--- config.mk ---
export PLATFORM = sky130hd
export DESIGN_NAME = bidir_shift_reg
export DESIGN_NICKNAME = d
export VERILOG_FILES = /design/src/rtl/bsr_pkg.sv /design/src/rtl/bsr_ctrl.sv /design/src/rtl/bsr_dpath.sv /design/src/rtl/bidir_shift_reg.sv
export SDC_FILE = /design/constraint.sdc
export NUM_CORES = 1
export LEC_CHECK = 0
export ABC_AREA = 1
export BUFFER_PORTS_ARGS = -buffer_cell sky130_fd_sc_hd__buf_2
export CORE_MARGIN = 3
export CORE_UTILIZATION = 51
export DETAILED_ROUTE_END_ITERATION = 10
export HOLD_SLACK_MARGIN = 0.05
export PLACE_DENSITY_LB_ADDON = 0.05
export SYNTH_ARGS = -nofsm -noshare
export SYNTH_HDL_FRONTEND = slang
export SYNTH_HIERARCHICAL = 1
export SYNTH_SLANG_ARGS = --single-unit
--- constraint.sdc ---
create_clock -name clk -period 2.65 [get_ports clk]
set_input_delay 0.53 -clock clk [delete_from_list [all_inputs] [get_ports clk]]
set_output_delay 0.53 -clock clk [all_outputs]
set_load 0.005 [all_outputs]
--- src/rtl/bsr_pkg.sv ---
package bsr_pkg;

  typedef enum logic [1:0] {
    MODE_HOLD  = 2'b00,
    MODE_UP    = 2'b01,
    MODE_DOWN  = 2'b10,
    MODE_LOAD  = 2'b11
  } mode_e;

  // One-cycle strobes from control to datapath; at most one is set.
  typedef struct packed {
    logic clear;
    logic load;
    logic shiftUp;
    logic shiftDown;
  } strobe_t;

endpackage

--- src/rtl/bsr_ctrl.sv ---
module bsr_ctrl
  import bsr_pkg::*;
(
  input  logic       rstN,
  input  logic [1:0] modeSel,
  input  logic       enANeg,
  input  logic       enBNeg,
  output strobe_t    strobes,
  output logic       busDrive
);

  mode_e modeNow;
  logic  enablesOn;

  assign modeNow   = mode_e'(modeSel);
  assign enablesOn = ~enANeg & ~enBNeg;

  // Reset outranks every mode; the remaining strobes are mutually exclusive.
  always_comb begin
    strobes = '0;
    if (!rstN) begin
      strobes.clear = 1'b1;
    end else begin
      unique case (modeNow)
        MODE_LOAD: strobes.load      = 1'b1;
        MODE_UP:   strobes.shiftUp   = 1'b1;
        MODE_DOWN: strobes.shiftDown = 1'b1;
        default:   strobes           = '0;
      endcase
    end
  end

  // Drivers release the bus in load mode so an outside source can drive it.
  always_comb begin
    busDrive = enablesOn;
    if (modeNow == MODE_LOAD) busDrive = 1'b0;
  end

endmodule

--- src/rtl/bsr_dpath.sv ---
module bsr_dpath
  import bsr_pkg::*;
#(
  parameter int WIDTH = 8
) (
  input  logic             clk,
  input  strobe_t          strobes,
  input  logic [WIDTH-1:0] busIn,
  input  logic             serInLsb,
  input  logic             serInMsb,
  output logic [WIDTH-1:0] regQ,
  output logic             tapLow,
  output logic             tapHigh
);

  localparam int MSB = WIDTH - 1;

  logic [WIDTH-1:0] fromBelow;
  logic [WIDTH-1:0] fromAbove;
  logic [WIDTH-1:0] nextQ;

  for (genvar i = 0; i < WIDTH; i++) begin : g_stage
    if (i == 0) begin : g_bottom
      assign fromBelow[i] = serInLsb;
    end else begin : g_midlow
      assign fromBelow[i] = regQ[i-1];
    end

    if (i == MSB) begin : g_top
      assign fromAbove[i] = serInMsb;
    end else begin : g_midhigh
      assign fromAbove[i] = regQ[i+1];
    end

    always_comb begin
      if (strobes.clear)          nextQ[i] = 1'b0;
      else if (strobes.load)      nextQ[i] = busIn[i];
      else if (strobes.shiftUp)   nextQ[i] = fromBelow[i];
      else if (strobes.shiftDown) nextQ[i] = fromAbove[i];
      else                        nextQ[i] = regQ[i];
    end
  end

  always_ff @(posedge clk) begin
    regQ <= nextQ;
  end

  assign tapLow  = regQ[0];
  assign tapHigh = regQ[MSB];

endmodule

--- src/rtl/bidir_shift_reg.sv ---
module bidir_shift_reg
  import bsr_pkg::*;
#(
  parameter int WIDTH = 8
) (
  input  logic             clk,
  input  logic             rstN,
  input  logic [1:0]       modeSel,
  input  logic             serInLsb,
  input  logic             serInMsb,
  input  logic             enANeg,
  input  logic             enBNeg,
  input  logic [WIDTH-1:0] busIn,
  output logic [WIDTH-1:0] busOut,
  output logic             busDrive,
  output logic             tapLow,
  output logic             tapHigh
);

  strobe_t          strobes;
  logic [WIDTH-1:0] regQ;

  bsr_ctrl u_ctrl (
    .rstN     (rstN),
    .modeSel  (modeSel),
    .enANeg   (enANeg),
    .enBNeg   (enBNeg),
    .strobes  (strobes),
    .busDrive (busDrive)
  );

  bsr_dpath #(.WIDTH(WIDTH)) u_dpath (
    .clk      (clk),
    .strobes  (strobes),
    .busIn    (busIn),
    .serInLsb (serInLsb),
    .serInMsb (serInMsb),
    .regQ     (regQ),
    .tapLow   (tapLow),
    .tapHigh  (tapHigh)
  );

  assign busOut = regQ;

endmodule

==> reports/summary.txt, run 1 <==
Outcome: finished clean
Hold WS: 0.5890 ns
Initial Utilization: 0.5905
Syn. warnings: 6
GP Congestion: 0.7995
Worst Tran Pin Value: 0.8302 ns
Post-Synth Adder-Cell Area: 0
Logic gate share of total power: 0.338
Multi-input logic area: 390.4 sq um
Die width: 43.53 um
Max Slew Vio Count: 0
Die Ht: 43.53 um
Share of post-route cells with drive strength above 1: 0.3657
WS Path Type: in -> reg
Nets: 152
Max cap viols: 0
Worst Path Required: 2.84 ns
Largest net degree at the start of global routing: 25
Sequential power share: 0.395
CP delay by family, top: simple AND/OR/NAND/NOR gates
GRT Util Overall: 0.1575
Clock transition at path regs: 0.05 ns
Post-synthesis simple-gate area fraction: 0.3484
Average vias per placed instance: 4.730
Fill count: 122
Root Buffer: clkbuf_4
DRT iter0 DRCs: 16
Initial antenna violation count: 0
Critical-path maximum fanout: 24
Post-CTS Setup Bufs: 0
Compound-gate portion of the synthesized area: 0.1951
CP Buf/Inv Count: 2
TritonRoute pass-1 iters: 4
Antenna Cells: 0
Register area share after synthesis: 0.2230
Ports: 27
Crit path DAT: 1.86 ns
GRT overflow: 0
Tcrit/Tclk final: 0.6308
First-pass GRT wire length: 2.256 mm
CP endpoint kind: register
Synth top area cells: dfxtp_1, a21oi_2, nand2_1
CP most frequent cell: nand2_1
Max reg flops: 8
Synth Area in XOR/XNOR: 0
Vias in the first global route: 541
Largest family of logic cells by synthesized area: simple AND/OR/NAND/NOR gates
Clock power frac: 0.267
# clock sinks: 8
H-tree levels: 1
Sw Ratio: 0.3284
Setup tns final: 0 ns
RSZ-0062 raised after global routing: no
LEAKAGE: 0.0005056 uW
Wire per inst: 9.581 um
Endpoints failing setup: 0
Startpoint Class: input port
Peak supply drop: 0.2489 mV
Antenna-violating nets left: 0
Largest registers: u_dpath/regQ x8
Fin. Hold Viols: 0
Mux cell area share after synthesis: 0
Slew margin rel.: 0.4445
Cell Rows: 12
Synth Cell Area: 718.2 sq um
Fmax: 598.2 MHz
Port Buffers: 26
Post-DP HPWL: 1.045 mm
CTS tree: built
CTS Buf Count: 3
Hold Crit Class: reg -> reg
Area delta synth->final: 14.11%
DIE AREA: 1894 sq um
Synthesized Nets: 127
NetSw: 114.3 uW
Yosys top cell area share: 0.2230
Internal Power: 233.9 uW
Storage cell area: 160.2 sq um
CTS resizes: 0
Top reg by flops: u_dpath/regQ
Synth Instances: 111
WL final: 1.418 mm
CTS max path bufs: 2
Worst-path cell chain: buf_2 -> nand2_1 -> nor2_1 -> inv_6 -> nand3_1 -> nand2_1 -> a21oi_2
DRC Markers: 0
Via count: 700
Clk Latency, worst-skew pair: 0.25 ns
Post-Syn Area per Cell: 6.470 sq um
Core footprint: 1216 sq um
Power Dens Cells: 424.9 nW/um^2
Skew final: 0.0005310 ns
Min cycle time layout: 1.672 ns
Synth cell types: 12
Synth Register Bits: 8
Max incr delay on CP: 0.63 ns
CP max stage cell: nor2_1
Post-synth top area cell: dfxtp_1
Hold-fix buffers, CTS: 0
layout make-up:
| class | instances | share of cell area |
|---|---|---|
| tap | 14 | 0.02137 |
| clock buffer | 3 | 0.02748 |
| sequential | 8 | 0.1954 |
| multi-input combinational | 73 | 0.4763 |
| timing repair buffer | 27 | 0.1679 |
| inverter | 23 | 0.1115 |
cell usage after synthesis:
cell type and n:
a21oi_2 16, buf_12 1, buf_4 3, buf_6 3, dfxtp_1 8, inv_1 21, inv_2 1, inv_6 1
nand2_1 36, nand3_1 16, nor2_1 4, nor2_8 1
worst min-delay path: cells and delay by family (launching register included):
kind / cells / cell delay (ns)
AOI/OAI and AO/OA: 1 / 0.05
DFF: 1 / 0.31
buffers and inverters: 1 / 0.06
and+or+nand+nor: 2 / 0.12
final timing paths:
check                           depth (start not counted)            start  slack [ns]               to
worst max-delay path                                    7       modeSel[0]        0.98  u_dpath/regQ[7]
worst max register to register                          4  u_dpath/regQ[3]        1.90  u_dpath/regQ[4]
worst min register to register                          4  u_dpath/regQ[7]        0.59  u_dpath/regQ[6]
worst min-delay path                                    4  u_dpath/regQ[7]        0.59  u_dpath/regQ[6]
layout by cell type, fill, tap and decap left out:
| master | instances |
|---|---|
| dfxtp_1 | 8 |
| clkbuf_4 | 3 |
| nand3_1 | 16 |
| buf_2 | 26 |
| inv_1 | 21 |
| nor2_1 | 4 |
| buf_4 | 1 |
| inv_6 | 1 |
| a21oi_2 | 16 |
| nand2_1 | 36 |
| nor2_8 | 1 |
| inv_2 | 1 |
power groups by stage:
stage | logic, uW | clock network [uW] | registers [uW]
floorplan | 90.8 | 0 | 142
global placement | 116 | 0 | 140
detailed placement | 117 | 0 | 140
CTS | 118 | 98.2 | 138
global route | 131 | 105 | 140
finish | 118 | 92.9 | 138
metrics by stage:
step	power (uW)	instance area (sq um)	std cells	utilization	worst slack, ns
4_1_cts	354.0	819.5	148	0.6739	0.9689
3_5_place_dp	257.8	797.0	145	0.6554	0.7111
3_3_place_gp	256.4	797.0	145	0.6554	0.7979
5_1_grt	375.6	819.5	148	0.6739	0.8507
6_report	348.2	819.5	148	0.6739	0.9784
2_1_floorplan	233.0	718.2	111	-	1.326
metal layers:
| layer | track usage | vias up | share of wire |
|---|---|---|---|
| met4 | 0.03614 | 0 | 0.0056 |
| met1 | 0.2167 | 292 | 0.50 |
| met5 | 0 | - | 0 |
| met2 | 0.2212 | 22 | 0.41 |
| met3 | 0.07469 | 2 | 0.078 |
| li1 | - | 384 | - |
kinds of logic (layout without fill, tap and decap cells):
family	after synthesis	in the layout
simple gates	57	57
buf+inv	30	53
compound gates	16	16
flops	8	8
Note: power is estimated with default switching activity, not from simulation.
==> run 2, diff against run 1 <==
--- a/config.mk
+++ b/config.mk
@@ -8,7 +8,7 @@
 export ABC_AREA = 1
 export BUFFER_PORTS_ARGS = -buffer_cell sky130_fd_sc_hd__buf_2
 export CORE_MARGIN = 3
-export CORE_UTILIZATION = 51
+export CORE_UTILIZATION = 47
 export DETAILED_ROUTE_END_ITERATION = 10
 export HOLD_SLACK_MARGIN = 0.05
 export PLACE_DENSITY_LB_ADDON = 0.05
==> constraint.sdc (replaced) <==
create_clock -name clk -period 1.7 [get_ports clk]
set_input_delay 0.34 -clock clk [delete_from_list [all_inputs] [get_ports clk]]
set_output_delay 0.34 -clock clk [all_outputs]
set_load 0.005 [all_outputs]
==> run 2 against run 1 <==
  * Flip-flop and latch count is the same
  * Count of clock-buffer cells in the layout is the same
  * Combinational power grew 56%
  * Total power grew 57%
  * Utilization shrank 6.8 points
  * Critical path depth is the same
  * Sequential share of layout area shrank 0.21 points
  * Cell count grew 1.4%
  * Sequential power grew 56%
  * Worst hold slack lost 0.17 ns
  * Largest cell class unchanged
==> reports/summary.txt, run 2 (synthesis results as in run 1) <==
Largest registers: u_dpath/regQ x8
Die width: 45.09 um
WL final: 1.471 mm
Via count: 704
Largest net degree at the start of global routing: 25
Nets: 153
Crit path DAT: 1.45 ns
CTS resizes: 0
Clk Latency, worst-skew pair: 0.24 ns
CP max stage cell: nor2_1
Average vias per placed instance: 4.693
Worst Path Required: 1.88 ns
Critical-path maximum fanout: 8
Skew final: 0.0002074 ns
Area after DPL: 805.8 sq um
Root Buffer: clkbuf_4
Max Slew Vio Count: 0
Slew margin rel.: 0.7050
CP endpoint kind: register
Fmax: 789.9 MHz
Cell Rows: 13
LEAKAGE: 0.0005109 uW
Storage cell area: 160.2 sq um
DRC Markers: 0
Tcrit/Tclk final: 0.7447
Clock transition at path regs: 0.06 ns
Wire per inst: 9.807 um
Worst Tran Pin Value: 0.4409 ns
CTS max path bufs: 2
Hold-fix buffers, CTS: 0
GP Congestion: 0.8095
Setup tns final: 0 ns
Startpoint Class: input port
Vias in the first global route: 563
Power Dens Cells: 658.4 nW/um^2
Max cap viols: 0
Die Ht: 45.09 um
CP delay by family, top: simple AND/OR/NAND/NOR gates
Initial Utilization: 0.5256
CP most frequent cell: nand2_1
Max reg flops: 8
Fin. Hold Viols: 0
CP Buf/Inv Count: 2
CTS Buf Count: 3
DRT iter0 DRCs: 19
Commonest non-fill, non-tap cell in the layout: nand2_1
Top reg by flops: u_dpath/regQ
H-tree levels: 1
Multi-input logic area: 390.4 sq um
Post-CTS Setup Bufs: 0
Most frequent cells in the layout: nand2_1, buf_2, inv_1
Core footprint: 1366 sq um
WS Path Type: in -> reg
Port Buffers: 26
RSZ-0062 raised after global routing: no
CTS tree: built
Endpoints failing setup: 0
Min cycle time layout: 1.266 ns
Post-DP HPWL: 1.081 mm
GRT overflow: 0
Initial antenna violation count: 0
Outcome: finished clean
Hold Path Depth: 5
Final instance area: 828.3 sq um
First-pass GRT wire length: 2.352 mm
Placed cell count: 147
Antenna Cells: 0
Hold Crit Class: in -> reg
Worst path depth: 7
Worst-path cell chain: buf_2 -> nand2_1 -> nor2_1 -> inv_1 -> nand2_1 -> nand3_1 -> a21oi_2
# clock sinks: 8
Peak supply drop: 0.4105 mV
Fill count: 152
Non-filler instance count after layout: 150
Area delta synth->final: 15.33%
Ports: 27
Reg2reg path depth: 4
DIE AREA: 2033 sq um
TritonRoute pass-1 iters: 4
Share of post-route cells with drive strength above 1: 0.3704
Antenna-violating nets left: 0
Max incr delay on CP: 0.34 ns
GRT Util Overall: 0.1548
run 2: cell count changes in the layout (fill, tap and decap cells not counted), sizes merged:
cell / before / now
buf: 27 / 28
run 2: area by class of cell:
cell class	instances	share of cell area
multi-input cells	73	0.4713
clock buffers	3	0.02719
repair buffers	28	0.1752
well taps	15	0.02266
flip-flops and latches	8	0.1934
inverters	23	0.1103
run 2: final timing paths:
path | startpoint | to | slack [ns]
setup / recovery | rstN | u_dpath/regQ[2] | 0.43
hold / removal | busIn[6] | u_dpath/regQ[6] | 0.42
setup reg to reg | u_dpath/regQ[3] | u_dpath/regQ[2] | 0.92
hold reg to reg | u_dpath/regQ[5] | u_dpath/regQ[5] | 0.60
run 2: worst min-delay path, cell delays in order:
cell and delay [ns]:
buf_2 0.07, nand2_1 0.04, inv_1 0.05, a21oi_2 0.03
a21oi_2 0.09
run 2: metal layers:
layer	track usage	routed length, um	share of wire	up-vias
met2	0.2458	698	0.47	25
met4	0.05848	9	0.0061	0
met5	0	0	0	-
li1	-	-	-	386
met3	0.04781	107	0.073	2
met1	0.1947	655	0.45	291
run 2: through the flow:
| stage | total power (uW) | utilization | setup slack (ns) | hold slack [ns] |
|---|---|---|---|---|
| 4_1_cts | 554.5 | 0.6062 | 0.4382 | 0.4156 |
| 6_report | 545.4 | 0.6062 | 0.4341 | 0.4192 |
| 2_1_floorplan | 363.2 | - | 0.5657 | 0.5767 |
| 3_5_place_dp | 404.5 | 0.5897 | 0.1942 | 0.5919 |
| 3_3_place_gp | 401.6 | 0.5897 | 0.2347 | 0.5803 |
| 5_1_grt | 590.9 | 0.6062 | 0.3591 | 0.4409 |
run 2: power by group:
part	total [uW]	internal [uW]	switching [uW]
Combinational	184	78.5	106
Sequential	215	206	8.65
Clock	146	80.9	65.1
Total	545	366	180
